[config.mk]
export PLATFORM = sky130hd
export DESIGN_NAME = cfg_port_front
export DESIGN_NICKNAME = d
export VERILOG_FILES = /design/src/rtl/cfg_port_pkg.sv /design/src/rtl/cfg_key_match.sv /design/src/rtl/cfg_reg_file.sv /design/src/rtl/cfg_port_front.sv
export SDC_FILE = /design/constraint.sdc
export NUM_CORES = 1
export LEC_CHECK = 0
export BUFFER_PORTS_ARGS = -buffer_cell sky130_fd_sc_hd__buf_2
export CAP_MARGIN = 20
export CELL_PAD_IN_SITES_DETAIL_PLACEMENT = 1
export CELL_PAD_IN_SITES_GLOBAL_PLACEMENT = 2
export CORE_MARGIN = 5
export CORE_UTILIZATION = 28
export DETAILED_ROUTE_END_ITERATION = 7
export GPL_ROUTABILITY_DRIVEN = 0
export PLACE_DENSITY_LB_ADDON = 0.1
export SYNTH_ARGS = -nofsm -noshare
export SYNTH_HDL_FRONTEND = slang
export SYNTH_SLANG_ARGS = --single-unit
export TNS_END_PERCENT = 100
[constraint.sdc]
create_clock -name clk -period 2.5 [get_ports clk]
set_input_delay 0.5 -clock clk [delete_from_list [all_inputs] [get_ports clk]]
set_output_delay 0.5 -clock clk [all_outputs]
set_load 0.005 [all_outputs]
[src/rtl/cfg_port_pkg.sv]
// Package: shared constants for the configuration port front end.
// Assumes byte-wide I/O data and a four-byte unlock key.
package cfg_port_pkg;

    localparam int KEY_LEN = 4;

    localparam logic [7:0] REG_EXIT   = 8'h02;
    localparam logic [7:0] EXIT_CODE  = 8'h02;
    localparam logic [7:0] REG_LDN    = 8'h07;
    localparam logic [7:0] REG_ID_HI  = 8'h20;
    localparam logic [7:0] REG_ID_LO  = 8'h21;
    localparam logic [7:0] REG_SEG    = 8'h24;
    localparam logic [7:0] REG_FB_HI  = 8'h64;
    localparam logic [7:0] REG_FB_LO  = 8'h65;
    localparam logic [7:0] LOCKED_RD  = 8'hFF;

    // Key byte expected at a given step; the last byte is instance-specific.
    function automatic logic [7:0] key_at(input int step, input logic [7:0] last);
        case (step)
            0:       key_at = 8'h87;
            1:       key_at = 8'h01;
            2:       key_at = 8'h55;
            default: key_at = last;
        endcase
    endfunction

endpackage

[src/rtl/cfg_key_match.sv]
// Key matcher: follows index-port bytes written while locked and reports
// a hit when the full key has arrived in order. Assumes `en` is only
// raised for index writes while the block is locked.
module cfg_key_match
    import cfg_port_pkg::*;
#(
    parameter logic [15:0] BASE_PORT = 16'h002E
) (
    input  logic       clk,
    input  logic       rst_n,
    input  logic       en,
    input  logic [7:0] byte_in,
    output logic       hit
);
    localparam int         STEP_W   = $clog2(KEY_LEN);
    localparam logic [7:0] LAST_KEY = (BASE_PORT == 16'h002E) ? 8'h55 : 8'hAA;

    logic [STEP_W-1:0] step_q;
    logic [7:0]        want;
    logic              match;

    // Purpose: pick the byte expected at the current step.
    always_comb begin
        want = key_at(int'(step_q), LAST_KEY);
    end

    assign match = en && (byte_in == want);
    assign hit   = match && (step_q == STEP_W'(KEY_LEN - 1));

    // Purpose: advance on a match, restart on a miss (0x87 counts as step one).
    always_ff @(posedge clk) begin
        if (!rst_n) begin
            step_q <= '0;
        end else if (en) begin
            if (hit)
                step_q <= '0;
            else if (match)
                step_q <= step_q + STEP_W'(1);
            else if (byte_in == key_at(0, LAST_KEY))
                step_q <= STEP_W'(1);
            else
                step_q <= '0;
        end
    end

endmodule

[src/rtl/cfg_reg_file.sv]
// Register file: index register, logical-device selector, global segment
// control and the per-device flash base. Assumes write strobes arrive only
// while configuration mode is open.
module cfg_reg_file
    import cfg_port_pkg::*;
#(
    parameter logic [15:0] CHIP_ID        = 16'h8716,
    parameter logic [7:0]  FLASH_LDN      = 8'h07,
    parameter logic [15:0] FLASH_BASE_RST = 16'h0820,
    parameter int          SEG_W          = 6
) (
    input  logic             clk,
    input  logic             rst_n,
    input  logic             idx_we,
    input  logic             dat_we,
    input  logic [7:0]       wdata,
    output logic [7:0]       cur_idx,
    output logic [7:0]       rd_val,
    output logic             exit_req,
    output logic [7:0]       ldn_q,
    output logic [SEG_W-1:0] seg_q,
    output logic [15:0]      fbase_q
);
    localparam int NB = 2;

    logic fdev_sel;

    assign fdev_sel = (ldn_q == FLASH_LDN);
    assign exit_req = dat_we && (cur_idx == REG_EXIT) && (wdata == EXIT_CODE);

    // Purpose: hold the register number chosen through the index port.
    always_ff @(posedge clk) begin
        if (!rst_n)      cur_idx <= '0;
        else if (idx_we) cur_idx <= wdata;
    end

    // Purpose: logical-device selector and global segment control.
    always_ff @(posedge clk) begin
        if (!rst_n) begin
            ldn_q <= '0;
            seg_q <= '0;
        end else if (dat_we) begin
            if (cur_idx == REG_LDN) ldn_q <= wdata;
            if (cur_idx == REG_SEG) seg_q <= wdata[SEG_W-1:0];
        end
    end

    // Purpose: one byte lane of the flash base per generated register.
    for (genvar b = 0; b < NB; b++) begin : g_fbase
        localparam logic [7:0] ADDR = REG_FB_LO - 8'(b);
        always_ff @(posedge clk) begin
            if (!rst_n)
                fbase_q[8*b +: 8] <= FLASH_BASE_RST[8*b +: 8];
            else if (dat_we && fdev_sel && (cur_idx == ADDR))
                fbase_q[8*b +: 8] <= wdata;
        end
    end

    // Purpose: read multiplexer over the implemented registers.
    always_comb begin
        rd_val = 8'h00;
        case (cur_idx)
            REG_LDN:   rd_val = ldn_q;
            REG_ID_HI: rd_val = CHIP_ID[15:8];
            REG_ID_LO: rd_val = CHIP_ID[7:0];
            REG_SEG:   rd_val = 8'(seg_q);
            REG_FB_HI: rd_val = fdev_sel ? fbase_q[15:8] : 8'h00;
            REG_FB_LO: rd_val = fdev_sel ? fbase_q[7:0]  : 8'h00;
            default:   rd_val = 8'h00;
        endcase
    end

endmodule

[src/rtl/cfg_port_front.sv]
// Top: decodes the index/data port pair, gates key matching and register
// access by the lock state and registers read data. Assumes single-cycle
// read and write strobes that are never raised together.
module cfg_port_front
    import cfg_port_pkg::*;
#(
    parameter int          ADDR_W         = 16,
    parameter logic [15:0] BASE_PORT      = 16'h002E,
    parameter logic [15:0] CHIP_ID        = 16'h8716,
    parameter logic [7:0]  FLASH_LDN      = 8'h07,
    parameter logic [15:0] FLASH_BASE_RST = 16'h0820,
    parameter int          SEG_W          = 6
) (
    input  logic              clk,
    input  logic              rst_n,
    input  logic              io_wr,
    input  logic              io_rd,
    input  logic [ADDR_W-1:0] io_addr,
    input  logic [7:0]        io_wdata,
    output logic [7:0]        io_rdata,
    output logic              cfg_open,
    output logic [7:0]        ldn_sel,
    output logic [SEG_W-1:0]  seg_cfg,
    output logic [15:0]       flash_iobase
);
    localparam logic [ADDR_W-1:0] IDX_PORT = ADDR_W'(BASE_PORT);
    localparam logic [ADDR_W-1:0] DAT_PORT = ADDR_W'(BASE_PORT) + ADDR_W'(1);

    logic       at_idx, at_dat;
    logic       key_hit, exit_req;
    logic [7:0] cur_idx, rd_val;

    assign at_idx = (io_addr == IDX_PORT);
    assign at_dat = (io_addr == DAT_PORT);

    cfg_key_match #(.BASE_PORT(BASE_PORT)) u_key (
        .clk     (clk),
        .rst_n   (rst_n),
        .en      (io_wr && at_idx && !cfg_open),
        .byte_in (io_wdata),
        .hit     (key_hit)
    );

    cfg_reg_file #(
        .CHIP_ID        (CHIP_ID),
        .FLASH_LDN      (FLASH_LDN),
        .FLASH_BASE_RST (FLASH_BASE_RST),
        .SEG_W          (SEG_W)
    ) u_regs (
        .clk      (clk),
        .rst_n    (rst_n),
        .idx_we   (io_wr && at_idx && cfg_open),
        .dat_we   (io_wr && at_dat && cfg_open),
        .wdata    (io_wdata),
        .cur_idx  (cur_idx),
        .rd_val   (rd_val),
        .exit_req (exit_req),
        .ldn_q    (ldn_sel),
        .seg_q    (seg_cfg),
        .fbase_q  (flash_iobase)
    );

    // Purpose: lock state, opened by the key and closed by the exit write.
    always_ff @(posedge clk) begin
        if (!rst_n)        cfg_open <= 1'b0;
        else if (key_hit)  cfg_open <= 1'b1;
        else if (exit_req) cfg_open <= 1'b0;
    end

    // Purpose: capture read data on each read strobe.
    always_ff @(posedge clk) begin
        if (!rst_n) begin
            io_rdata <= LOCKED_RD;
        end else if (io_rd) begin
            if (cfg_open && at_idx)      io_rdata <= cur_idx;
            else if (cfg_open && at_dat) io_rdata <= rd_val;
            else                         io_rdata <= LOCKED_RD;
        end
    end

endmodule

### Word-level counts from Yosys, hierarchy flattened

Index checks and enable logic that the tools add are counted.

* equal/unequal tests: 15
* add/subtract/negate cells: 1
* reduce and logical (&&, ||, !) cells: 19
* mux-type cells: 11

Operator list (number)
* $pmux 8 s6: 1
* $eq 16x6->1 const B: 2
* $mux 8: 4
* $eq 8x6->1 const B: 3
* $eq 8x2->1 const B: 2
* $eq 8x3->1 const B: 2
* $eq 8x7->1 const B: 2
* $pmux 8 s2: 1
* $logic_and 1x1->1: 14
* $eq 8x8->1: 1
* $eq 8x8->1 const B: 1
* $mux 2: 2
* $reduce_and 2->1: 2
* $mux 1: 3
* $add 2x1->2 const B: 1
* $eq 2x1->1 const B: 1
* $eq 2x2->1 const B: 1
* $logic_not 2->1: 1
* $reduce_bool 2->1: 1
* $logic_not 1->1: 1

* input port bits: 28
* output and inout port bits: 39
* logic and storage cells: 54
* flip-flop bits (word level): 49

### Logic depth before layout (Yosys ltp)

Gate-level depths: netlist (run 1).

* depth after elaboration: 7
* mapped depth: 7
* depth with buffers taken out: 7

### Modules after synthesis

Synthesis (run 1) repeated with hierarchy kept, for this count alone.

* cells, all modules: 288
* area, all modules: 2656.3 µm²

By module, submodules not included
* cfg_reg_file: cells each 198, seq. area each 760.7 µm², times used 1, area each 1890.6 µm²
* cfg_port_front: cells each 60, seq. area each 180.2 µm², times used 1, area each 500.5 µm²
* cfg_key_match: cells each 30, seq. area each 40.0 µm², times used 1, area each 265.3 µm²

### Worst setup path after synthesis (run 1)

OpenSTA, ideal clock, no wires.

* path type: input to register
* start: in io_addr[11]
* end: reg u_regs.cur_idx[0]
* data required time: 2.383 ns
* setup slack: 0.136 ns
* stages: 5
* library setup time: 0.117 ns
* data arrival time: 2.247 ns
* buffers on the path: 0
* path through: or4b_4 -> or3_4 -> nor4_4 -> mux2i_1 -> nor2b_1

* word-level cells in the longest chain between the ends: 3

Ends and longest elaborated chain
* start, declared: line cfg_port_front.sv:18 `input logic [ADDR_W-1:0] io_addr,`
* $eq 16x6->1: line cfg_port_front.sv:33 `assign at_idx = (io_addr == IDX_PORT);`
* $logic_and 1x1->1 (2 in a row): line cfg_port_front.sv:52 `.idx_we (io_wr && at_idx && cfg_open),`
* end signal, assigned: line cfg_reg_file.sv:34 `else if (idx_we) cur_idx <= wdata;`
* end, declared: line cfg_reg_file.sv:17 `output logic [7:0] cur_idx,`

No other way between the ends.
A chain may end at the register's enable or synchronous reset.

### Worst setup path in the final report (run 1)

* start: reg u_regs.cur_idx[2]
* end: reg io_rdata[4]

* word-level cells in the longest chain between the ends: 4
* elaborated cells on any way between the ends: 9

Ends and longest elaborated chain
* $eq 8x7->1, or another cell as far along: line cfg_reg_file.sv:62 `case (cur_idx)`
* $pmux 8 s6 *: line cfg_reg_file.sv:62
* $mux 8 *: line cfg_port_front.sv:76 `else if (cfg_open && at_dat) io_rdata <= rd_val;`
* $mux 8 *: line cfg_port_front.sv:75 `if (cfg_open && at_idx) io_rdata <= cur_idx;`
* end signal, assigned: line cfg_port_front.sv:75
* end signal, assigned: line cfg_port_front.sv:76
* end, declared: line cfg_port_front.sv:20 `output logic [7:0] io_rdata,`

Mark *: on every way between the ends. The rest lies on a longest branch, timed or not.

==> flow_metrics.py, run 1 <==
metrics = {
    "cells_and_area": {
        "area.growth.synth_to_final_pct": 26.4,
        "regArea_um2": 981,
        "multi_input_area_um2": 1500,
        "fin_nets": 384,
        "fin_util_pct": 36.6,
        "drive_gt1_share_pct": 29.0,
        "diodes": 0,
        "n_fill_cell": 1035,
    },
    "die": {
        "rows": 34,
        "io_pins": 67,
        "start_util_pct": 28.9,
        "die_area_um2": 11100,
        "die_h_um": 105,
        "dieWidth_um": 105,
        "coreArea_um2": 8810,
    },
    "synthesis": {
        "async_reset_ff_share_pct": 0,
        "syn-num-nets": 307,
        "synth_cell_type_count": 44,
        "synth_top_area_share_pct": 38.5,
        "synth-edff-count": 0,
        "yosysTopAreaCell": "dfxtp_1",
        "synthFlopType": "dfxtp_1",
        "synth_area_leaders": "dfxtp_1 38%, mux2i_1 18%, nand2_1 5.9%, nor2b_1 4.2%, ha_1 2.5%",
        "yosys_warnings": 0,
        "synth_area_per_cell_um2": 9.30,
        "synth_seq_cells": 49,
        "seq_area_frac_synth_pct": 38.5,
        "syn-cell-area_um2": 2550,
        "synth_cells": 274,
    },
    "power_and_ir_drop": {
        "clockPowerShare_pct": 36.9,
        "p_int_mw": 1.04,
        "seqPwrFrac_pct": 57.1,
        "p_sw_share_pct": 24.1,
        "power_switching_mw": 0.328,
        "p_comb_share_pct": 6.0,
        "peakVddDrop_uv": 190,
        "p_leak_nw": 1.39,
        "total_power_mw": 1.37,
        "powerDensity_nw_per_um2": 424,
    },
    "clock_tree": {
        "cts-hold-fix-buffers": 0,
        "cts_setup_buffers": 0,
        "cts_buffers": 5,
        "cts.clk_slew.worst_paths_ns": 0.10,
        "clkSinkCount": 49,
        "cts_tree": "built",
        "cts_resized": 0,
        "root_buffer": "clkbuf_8",
        "worstSkewPairLatency_ns": 0.31,
        "cts_buffer_depth": 2,
        "h-tree-depth": 2,
    },
    "setup_path": {
        "r2r_start": "u_regs.cur_idx[2]$_SDFFE_PN0P_",
        "crit_path_end_kind": "flop",
        "crit_chain": "or3b_2, or4_1, a21oi_1, a31oi_1, a22oi_1",
        "crit_required_ns": 2.72,
        "cp-start-kind": "flop",
        "crit_arrival_ns": 2.51,
        "cp_top_family": "simple AND/OR/NAND/NOR gates",
        "cpPeakStageDelay_ns": 0.74,
        "critPathBufInv": 0,
        "reg2reg_slack_ns": 0.21,
        "r2r_cells": 5,
        "critPathMaxFanout": 8,
        "rr_endpoint": "io_rdata[4]$_SDFFE_PN1P_",
        "critical_path_depth": 5,
        "critical-path-slowest-cell": "or4_1",
        "crit_type": "reg2reg",
    },
    "sta": {
        "final-max-slew-violation-count": 0,
        "period_minus_slack_ns": 2.29,
        "worstMarginPinSlew_ns": 0.589,
        "rsz0062_at_grt": "false",
        "fmax_ghz": 0.437,
        "setup_viol": 0,
        "final.period_utilization_pct": 91.6,
        "relSlewSlack_pct": 60.4,
        "final.setup_skew_ns": 0.0125,
        "final_hold_viol_count": 0,
    },
    "placed_design": {
        "dp.final_hpwl_um": 6540,
        "io_buffer_count": 66,
    },
    "hold_path": {
        "whs_path_depth": 2,
        "whs_endpoint": "u_regs.fbase_q[1]$_SDFFE_PN0P_",
        "hp-class": "reg2reg",
        "min_from": "u_regs.fbase_q[1]$_SDFFE_PN0P_",
    },
    "detailed_routing": {
        "ant_nets": 0,
        "dr.pass1.iters": 4,
        "wl_per_cell_um": 18.9,
        "totalWireLength_um": 8670,
        "drcViolationCount": 0,
        "vias_per_cell": 5.04,
        "drtIter0Drc": 77,
        "routed-via-count": 2319,
    },
    "status": {
        "status": "finished clean",
    },
    "global_route": {
        "overflow": 0,
        "grt_max_degree": 52,
        "grt_util_all_layers_pct": 15.6,
        "grt_pass1_wl_um": 13700,
        "antenna_found_initial": 0,
        "first_global_vias": 2414,
    },
    "flow_run": {
        "drv_cap": 0,
    },
}
-- state kept, by name, indices dropped and copies added, names as in the netlist --
name	cells
u_regs.fbase_q	16
u_key.step_q	2
u_regs.seg_q	6
cfg_open	1
io_rdata	8
u_regs.ldn_q	8
u_regs.cur_idx	8
-- cell usage in the layout (no fill, tap or decap), types with 7 or more instances in the layout --
| master | netlist | final |
|---|---|---|
| dfxtp_1 | 49 | 49 |
| nand3_1 | 7 | 7 |
| nor2_1 | 13 | 13 |
| buf_4 | 0 | 13 |
| nand2_1 | 40 | 40 |
| nor2b_1 | 17 | 17 |
| buf_2 | 1 | 66 |
| mux2i_1 | 46 | 46 |
-- power by group through the flow --
stage	logic [mW]	registers [mW]	clock network, mW
4_1_cts	0.0840	0.780	0.527
3_3_place_gp	0.0835	0.798	0
5_1_grt	0.0908	0.780	0.562
6_report	0.0823	0.780	0.503
3_5_place_dp	0.0836	0.798	0
2_1_floorplan	0.0341	0.798	0
-- routing by layer --
layer / vias to the layer above / global-route usage [%] / wire length [µm]
met2: 54 / 25.0 / 3820
met5: - / 0 / 0
met1: 1110 / 22.0 / 4470
met4: 0 / 3.37 / 63
li1: 1150 / - / -
met3: 5 / 2.69 / 321
-- worst max path at each step --
stage	slack (ns)	to	startpoint
2_1_floorplan	0.14	u_regs.cur_idx[0]$_SDFFE_PN0P_	io_addr[11]
3_3_place_gp	0.02	u_regs.fbase_q[7]$_SDFFE_PN0P_	io_addr[12]
3_5_place_dp	-0.03	u_regs.fbase_q[3]$_SDFFE_PN0P_	io_addr[12]
4_1_cts	0.24	io_rdata[4]$_SDFFE_PN1P_	u_regs.cur_idx[2]$_SDFFE_PN0P_
5_1_grt	0.12	io_rdata[4]$_SDFFE_PN1P_	u_regs.cur_idx[2]$_SDFFE_PN0P_
6_report	0.21	io_rdata[4]$_SDFFE_PN1P_	u_regs.cur_idx[2]$_SDFFE_PN0P_
-- cells by family (layout without fill, tap and decap cells) --
family                     Yosys count  in the layout  synth area share (%)
AOI/OAI and AO/OA                   36             36                  9.48
xor gates and xnor gates             1              1                 0.344
adders and majority gates            5              5                  2.45
buffers and inverters               17             95                  2.55
DFF                                 49             49                  38.5
muxes                               46             46                  18.1
and+or+nand+nor                    120            120                  28.6
-- through the flow --
stage	hold WS (ns)	instances	worst slack, ns	TNS [ns]	instance area [µm²]
after floorplan	0.464	274	0.136	0	2550
after global placement	0.464	452	0.0222	0	3130
after detailed placement	0.470	452	-0.0288	-0.147	3130
after CTS	0.485	460	0.236	0	3220
after global routing	0.506	460	0.120	0	3220
final	0.481	460	0.210	0	3220
-- cells in the mapped netlist, types with 3 or more instances --
master / n
dfxtp_1: 49
mux2i_1: 46
nand2_1: 40
nor2b_1: 17
nor2_1: 13
clkbuf_1: 11
nand3_1: 7
a21oi_1: 6
o22ai_1: 6
a22oi_1: 5
ha_1: 5
inv_1: 5
nor4_1: 5
o21ai_0: 5
and2_1: 4
a31oi_1: 3
and3_1: 3
nand4b_1: 3
or3b_2: 3
or4_1: 3
or4bb_1: 3
-- cell type report --
| class | count | share of cell area, % |
|---|---|---|
| flip-flops and latches | 49 | 30.4 |
| well taps | 108 | 4.19 |
| inverters | 5 | 0.583 |
| repair buffers | 82 | 15.1 |
| multi-input cells | 208 | 46.6 |
| clock buffers | 6 | 2.56 |
| clock inverters | 2 | 0.427 |
-- tightest hold or removal path: cells and delay by family, from the launching register on --
kind          cells  cell delay, ns
simple gates      1            0.06
mux               1            0.05
flops             1            0.33
(Power assumes the default switching activity.)
==> inputs of run 2 (changes only) <==
CELL_PAD_IN_SITES_DETAIL_PLACEMENT = 0   (was 1)
CELL_PAD_IN_SITES_GLOBAL_PLACEMENT = 1   (was 2)
CORE_UTILIZATION = 35   (was 28)
==> run 2 against run 1 <==
Sequential share of layout area up 0.25 points. Clock-buffer cell count unchanged. Wire length down 12%. Highest routed layer unchanged. Non-clock buffer count up 1. Via count down 0.56%.
==> flow_metrics.py, run 2 (synthesized netlist as in run 1, its figures left out) <==
metrics = {
    "power_and_ir_drop": {
        "powerDensity_nw_per_um2": 416,
        "peakVddDrop_uv": 223,
        "p_leak_nw": 1.38,
    },
    "global_route": {
        "first_global_vias": 2309,
        "grt_max_degree": 31,
        "grt_util_all_layers_pct": 17.9,
        "grt_pass1_wl_um": 12300,
        "top_usage_layer": "met2",
        "met1_usage_pct": 26.0,
        "antenna_found_initial": 0,
        "use_met2_pct": 26.5,
        "use_met3_pct": 4.26,
        "overflow": 0,
    },
    "sta": {
        "tns_ns": 0,
        "setup_viol": 0,
        "hold_slack_ns": 0.483,
        "worstMarginPinSlew_ns": 0.697,
        "fmax_ghz": 0.441,
        "final-max-slew-violation-count": 0,
        "period_minus_slack_ns": 2.27,
        "rsz0062_at_grt": "false",
        "final.setup_skew_ns": 0.00525,
        "final_hold_viol_count": 0,
        "final.period_utilization_pct": 90.8,
        "relSlewSlack_pct": 53.1,
    },
    "setup_path": {
        "critPathMaxFanout": 4,
        "crit_path_end_kind": "flop",
        "crit_type": "in2reg",
        "crit_required_ns": 2.74,
        "r2r_cells": 5,
        "r2r_start": "u_regs.ldn_q[4]$_SDFFE_PN0P_",
        "reg2reg_slack_ns": 0.26,
        "cp-start-kind": "primary input",
        "crit_arrival_ns": 2.51,
        "rr_endpoint": "io_rdata[6]$_SDFFE_PN1P_",
    },
    "status": {
        "status": "finished clean",
    },
    "clock_tree": {
        "cts_resized": 0,
        "cts-hold-fix-buffers": 0,
        "root_buffer": "clkbuf_8",
        "h-tree-depth": 2,
        "cts_setup_buffers": 0,
        "cts_buffer_depth": 2,
        "cts_tree": "built",
        "clkSinkCount": 49,
        "cts.clk_slew.worst_paths_ns": 0.09,
        "worstSkewPairLatency_ns": 0.30,
        "cts_buffers": 5,
    },
    "cells_and_area": {
        "drive_gt1_share_pct": 28.9,
        "diodes": 0,
        "final_cell_mix": "66 x buf_2, 49 x dfxtp_1, 46 x mux2i_1, 40 x nand2_1, 17 x nor2b_1",
        "largest-register": "u_regs.fbase_q",
        "layout.cells.non_filler": 452,
        "area.growth.synth_to_final_pct": 25.4,
        "fin_nets": 385,
        "n_fill_cell": 751,
        "final_common_cell": "buf_2",
        "fin_util_pct": 44.5,
        "largest_register_ffs": 16,
    },
    "flow_run": {
        "drv_cap": 0,
    },
    "hold_path": {
        "whs_endpoint": "u_regs.seg_q[3]$_SDFFE_PN0P_",
        "min_from": "u_regs.seg_q[3]$_SDFFE_PN0P_",
        "hp-class": "reg2reg",
        "whs_path_depth": 2,
    },
    "placed_design": {
        "dp.final_hpwl_um": 5800,
        "dp.cells": 444,
        "io_buffer_count": 66,
    },
    "die": {
        "dieWidth_um": 95.3,
        "coreArea_um2": 7180,
        "die_h_um": 95.3,
        "die_area_um2": 9090,
        "rows": 31,
        "start_util_pct": 35.5,
        "io_pins": 67,
    },
    "detailed_routing": {
        "totalWireLength_um": 7680,
        "vias_per_cell": 5.10,
        "routed-via-count": 2306,
        "dr.pass1.iters": 4,
        "wl_per_cell_um": 17.0,
        "drcViolationCount": 0,
        "drtIter0Drc": 128,
        "ant_nets": 0,
    },
}
[run 2: worst max-delay path, cell delays in order]
cell	delay [ns]
buf_2	0.10
or4b_2	0.73
nor4_1	0.32
and3_1	0.28
and3_1	0.22
buf_4	0.17
mux2i_1	0.18
[run 2: worst max path at each step]
stage,start,end,cells past startpoint
after global placement,io_addr[12],u_regs.fbase_q[1]$_SDFFE_PN0P_,7
after global routing,u_regs.ldn_q[4]$_SDFFE_PN0P_,io_rdata[4]$_SDFFE_PN1P_,5
final,io_addr[12],u_regs.fbase_q[1]$_SDFFE_PN0P_,7
after CTS,io_addr[12],u_regs.fbase_q[1]$_SDFFE_PN0P_,7
after detailed placement,io_addr[12],u_regs.fbase_q[1]$_SDFFE_PN0P_,7
after floorplan,io_addr[11],u_regs.cur_idx[0]$_SDFFE_PN0P_,5
[run 2: layout make-up]
type / count / area [µm²] / area share (%)
sequential: 49 / 981 / 30.7
clock buffer: 6 / 72.6 / 2.27
clock inverter: 2 / 13.8 / 0.431
tap: 99 / 124 / 3.88
multi-input combinational: 208 / 1500 / 47.0
timing repair buffer: 83 / 483 / 15.1
inverter: 5 / 18.8 / 0.587
[run 2: through the flow]
step / power [mW] / setup WS [ns] / instance area [µm²]
floorplan: 0.832 / 0.136 / 2550
global placement: 0.877 / -0.0370 / 3110
detailed placement: 0.876 / -0.0802 / 3110
CTS: 1.35 / 0.242 / 3200
global route: 1.40 / 0.0862 / 3200
finish: 1.33 / 0.231 / 3200
[run 2: routing by layer]
layer	vias to the layer above	routed length, µm	share of wire (%)
met3	8	493	6.4
met2	67	3240	42
met1	1077	3850	50
li1	1154	-	-
met4	0	97	1.3
met5	-	0	0
[run 2: report_power, final]
part           internal, mW  switching, mW
combinational        0.0310         0.0470
sequential            0.780    0.000000414
clock                 0.200          0.272
total                  1.01          0.319
==> inputs of run 3 (changes only) <==
ABC_AREA = 1   (was unset)
CORE_UTILIZATION = 34   (was 35)
==> run 3 against run 2 <==
Register-to-register slack improved by 0.54 ns. Non-clock buffer count decreased by 13. Flip-flop and latch count unchanged. Worst setup slack improved by 0.57 ns. Clock power increased by 18%. Critical path depth increased by 2. Die area increased by 15%. Synthesized area increased by 13%. Fmax increased by 33%. First-iteration DRC count decreased by 15%. Final cell count increased by 36%. Sequential power increased by 1%. Highest routed layer unchanged.
==> flow_metrics.py, run 3 <==
metrics = {
    "detailed_routing": {
        "vias_per_cell": 4.84,
        "totalWireLength_um": 8980,
        "dr.pass1.iters": 5,
        "drcViolationCount": 0,
        "ant_nets": 0,
        "wl_per_cell_um": 14.6,
        "routed-via-count": 2983,
        "drtIter0Drc": 109,
    },
    "sta": {
        "final.setup_skew_ns": 0.00920,
        "setup_viol": 0,
        "fmax_ghz": 0.588,
        "final-max-slew-violation-count": 0,
        "worstMarginPinSlew_ns": 0.506,
        "period_minus_slack_ns": 1.70,
        "final.period_utilization_pct": 68.0,
        "rsz0062_at_grt": "false",
        "tns_ns": 0,
        "relSlewSlack_pct": 66.2,
        "worst_slack_ns": 0.800,
        "final_hold_viol_count": 0,
    },
    "flow_run": {
        "drv_cap": 0,
    },
    "global_route": {
        "grt_max_degree": 39,
        "first_global_vias": 2822,
        "grt_util_all_layers_pct": 18.1,
        "overflow": 0,
        "antenna_found_initial": 0,
        "grt_pass1_wl_um": 14500,
    },
    "power_and_ir_drop": {
        "p_sw_share_pct": 23.4,
        "clockPowerShare_pct": 38.2,
        "p_comb_share_pct": 7.6,
        "power_switching_mw": 0.341,
        "seqPwrFrac_pct": 54.2,
        "p_int_mw": 1.12,
        "p_leak_nw": 1.56,
        "peakVddDrop_uv": 227,
        "powerDensity_nw_per_um2": 425,
    },
    "cells_and_area": {
        "largest-register": "u_regs.fbase_q",
        "final_common_cell": "nand2_1",
        "final_design_area_no_fill_um2": 3420,
        "fin_util_pct": 41.5,
        "layout.cells.non_filler": 616,
        "diodes": 0,
        "n_fill_cell": 920,
        "regArea_um2": 981,
        "fin_nets": 544,
        "area.growth.synth_to_final_pct": 18.4,
        "multi_input_area_um2": 1580,
        "drive_gt1_share_pct": 20.2,
        "final_cell_mix": "102 x nand2_1, 71 x nor2_1, 68 x inv_1, 66 x buf_2, 49 x dfxtp_1",
        "largest_register_ffs": 16,
    },
    "placed_design": {
        "place_area_um2": 3320,
        "io_buffer_count": 66,
        "dp.final_hpwl_um": 6920,
        "dp.cells": 609,
        "place_ws_ns": 0.597,
    },
    "setup_path": {
        "critPathMaxFanout": 17,
        "crit_arrival_ns": 1.94,
        "crit_type": "reg2reg",
        "cp-start-kind": "flop",
        "crit_path_end_kind": "flop",
        "crit_required_ns": 2.74,
    },
    "die": {
        "start_util_pct": 35.0,
        "die_area_um2": 10400,
        "dieWidth_um": 102,
        "coreArea_um2": 8260,
        "die_h_um": 102,
        "rows": 33,
        "io_pins": 67,
    },
    "clock_tree": {
        "worstSkewPairLatency_ns": 0.30,
        "cts.clk_slew.worst_paths_ns": 0.09,
        "cts_resized": 0,
        "cts_setup_buffers": 0,
        "clkSinkCount": 49,
        "root_buffer": "clkbuf_8",
        "cts_tree": "built",
        "cts-hold-fix-buffers": 0,
        "cts_buffer_depth": 2,
        "cts_buffers": 5,
        "h-tree-depth": 2,
    },
    "synthesis": {
        "async_reset_ff_share_pct": 0,
        "yosysTopAreaCell": "dfxtp_1",
        "syn-cell-area_um2": 2890,
        "yosysMostFrequentCell": "nand2_1",
        "syn-num-nets": 478,
        "seq_area_frac_synth_pct": 33.9,
        "synth_area_leaders": "dfxtp_1 34%, nand2_1 13%, nor2_1 9.2%, inv_1 8.8%, nand4_1 5.2%",
        "synth_cell_type_count": 28,
        "synth_top_area_share_pct": 33.9,
        "yosys_warnings": 0,
        "synth_cells": 445,
        "synth_area_per_cell_um2": 6.50,
        "ys_top_cells_by_count": "102 x nand2_1, 71 x nor2_1, 68 x inv_1",
        "synth-edff-count": 0,
        "synth_seq_cells": 49,
        "synthFlopType": "dfxtp_1",
    },
    "status": {
        "status": "finished clean",
    },
    "hold_path": {
        "hp-class": "reg2reg",
    },
}
run 3: cell types whose count changed in the layout (fill, tap and decap cells not counted), sizes merged, moves of 23 or more:
cell | previous run | this run
inv | 6 | 72
mux2i | 46 | 0
nand2 | 40 | 104
nand3 | 7 | 30
nand4 | 1 | 24
nor2 | 13 | 82
o21ai | 5 | 31
run 3: worst paths after layout:
check | start | to | slack, ns | depth (start not counted)
worst max register to register | u_regs.cur_idx[4]$_SDFFE_PN0P_ | io_rdata[0]$_SDFFE_PN1P_ | 0.80 | 9
worst min register to register | io_rdata[1]$_SDFFE_PN1P_ | io_rdata[1]$_SDFFE_PN1P_ | 0.47 | 2
worst max-delay path | u_regs.cur_idx[4]$_SDFFE_PN0P_ | io_rdata[0]$_SDFFE_PN1P_ | 0.80 | 9
worst min-delay path | io_rdata[1]$_SDFFE_PN1P_ | io_rdata[1]$_SDFFE_PN1P_ | 0.47 | 2
run 3: logic make-up (layout without fill, tap and decap cells):
kind of cell / count (synthesis) / count (layout) / share of synthesized area (%)
AO/OA/AOI/OAI: 58 / 58 / 10.1
flip-flops: 49 / 49 / 33.9
AND/OR/NAND/NOR: 250 / 250 / 42.3
adder cells (fa/ha/maj): 5 / 5 / 2.16
buffers and inverters: 83 / 149 / 11.5
run 3: final cells by class:
type                            count  area share [%]
Sequential cell                    49            28.6
Tap cell                          105            3.84
Timing Repair Buffer               70            10.5
Clock buffer                        5            2.01
Inverter                           72            7.89
Clock inverter                      2            1.02
Multi-Input combinational cell    313            46.1
run 3: per-layer routing:
| layer | GRT usage (%) | part of all wire (%) |
|---|---|---|
| met5 | 0 | 0 |
| met3 | 3.48 | 4.2 |
| met4 | 3.94 | 0.72 |
| met1 | 26.1 | 50 |
| met2 | 28.0 | 45 |
run 3: through the flow:
| step | hold WS, ns | power [mW] |
|---|---|---|
| final | 0.469 | 1.46 |
| after global routing | 0.493 | 1.53 |
| after CTS | 0.471 | 1.49 |
| after detailed placement | 0.451 | 0.921 |
| after global placement | 0.447 | 0.919 |
| after floorplan | 0.457 | 0.863 |
run 3: power by group through the flow:
stage | Clock [mW] | Combinational (mW) | Sequential (mW)
2_1_floorplan | 0 | 0.0554 | 0.808
3_3_place_gp | 0 | 0.112 | 0.807
3_5_place_dp | 0 | 0.113 | 0.807
4_1_cts | 0.584 | 0.113 | 0.789
5_1_grt | 0.615 | 0.125 | 0.790
6_report | 0.556 | 0.111 | 0.789
run 3: critical path, stage by stage (launching register included):
cell and delay [ns]:
dfxtp_1 0.32, inv_1 0.12, nand4_1 0.23, nor2_4 0.42, nand2_1 0.09, o21ai_1 0.12
nand2_1 0.08, nand3_1 0.12, nand2_1 0.08, nand2_1 0.06
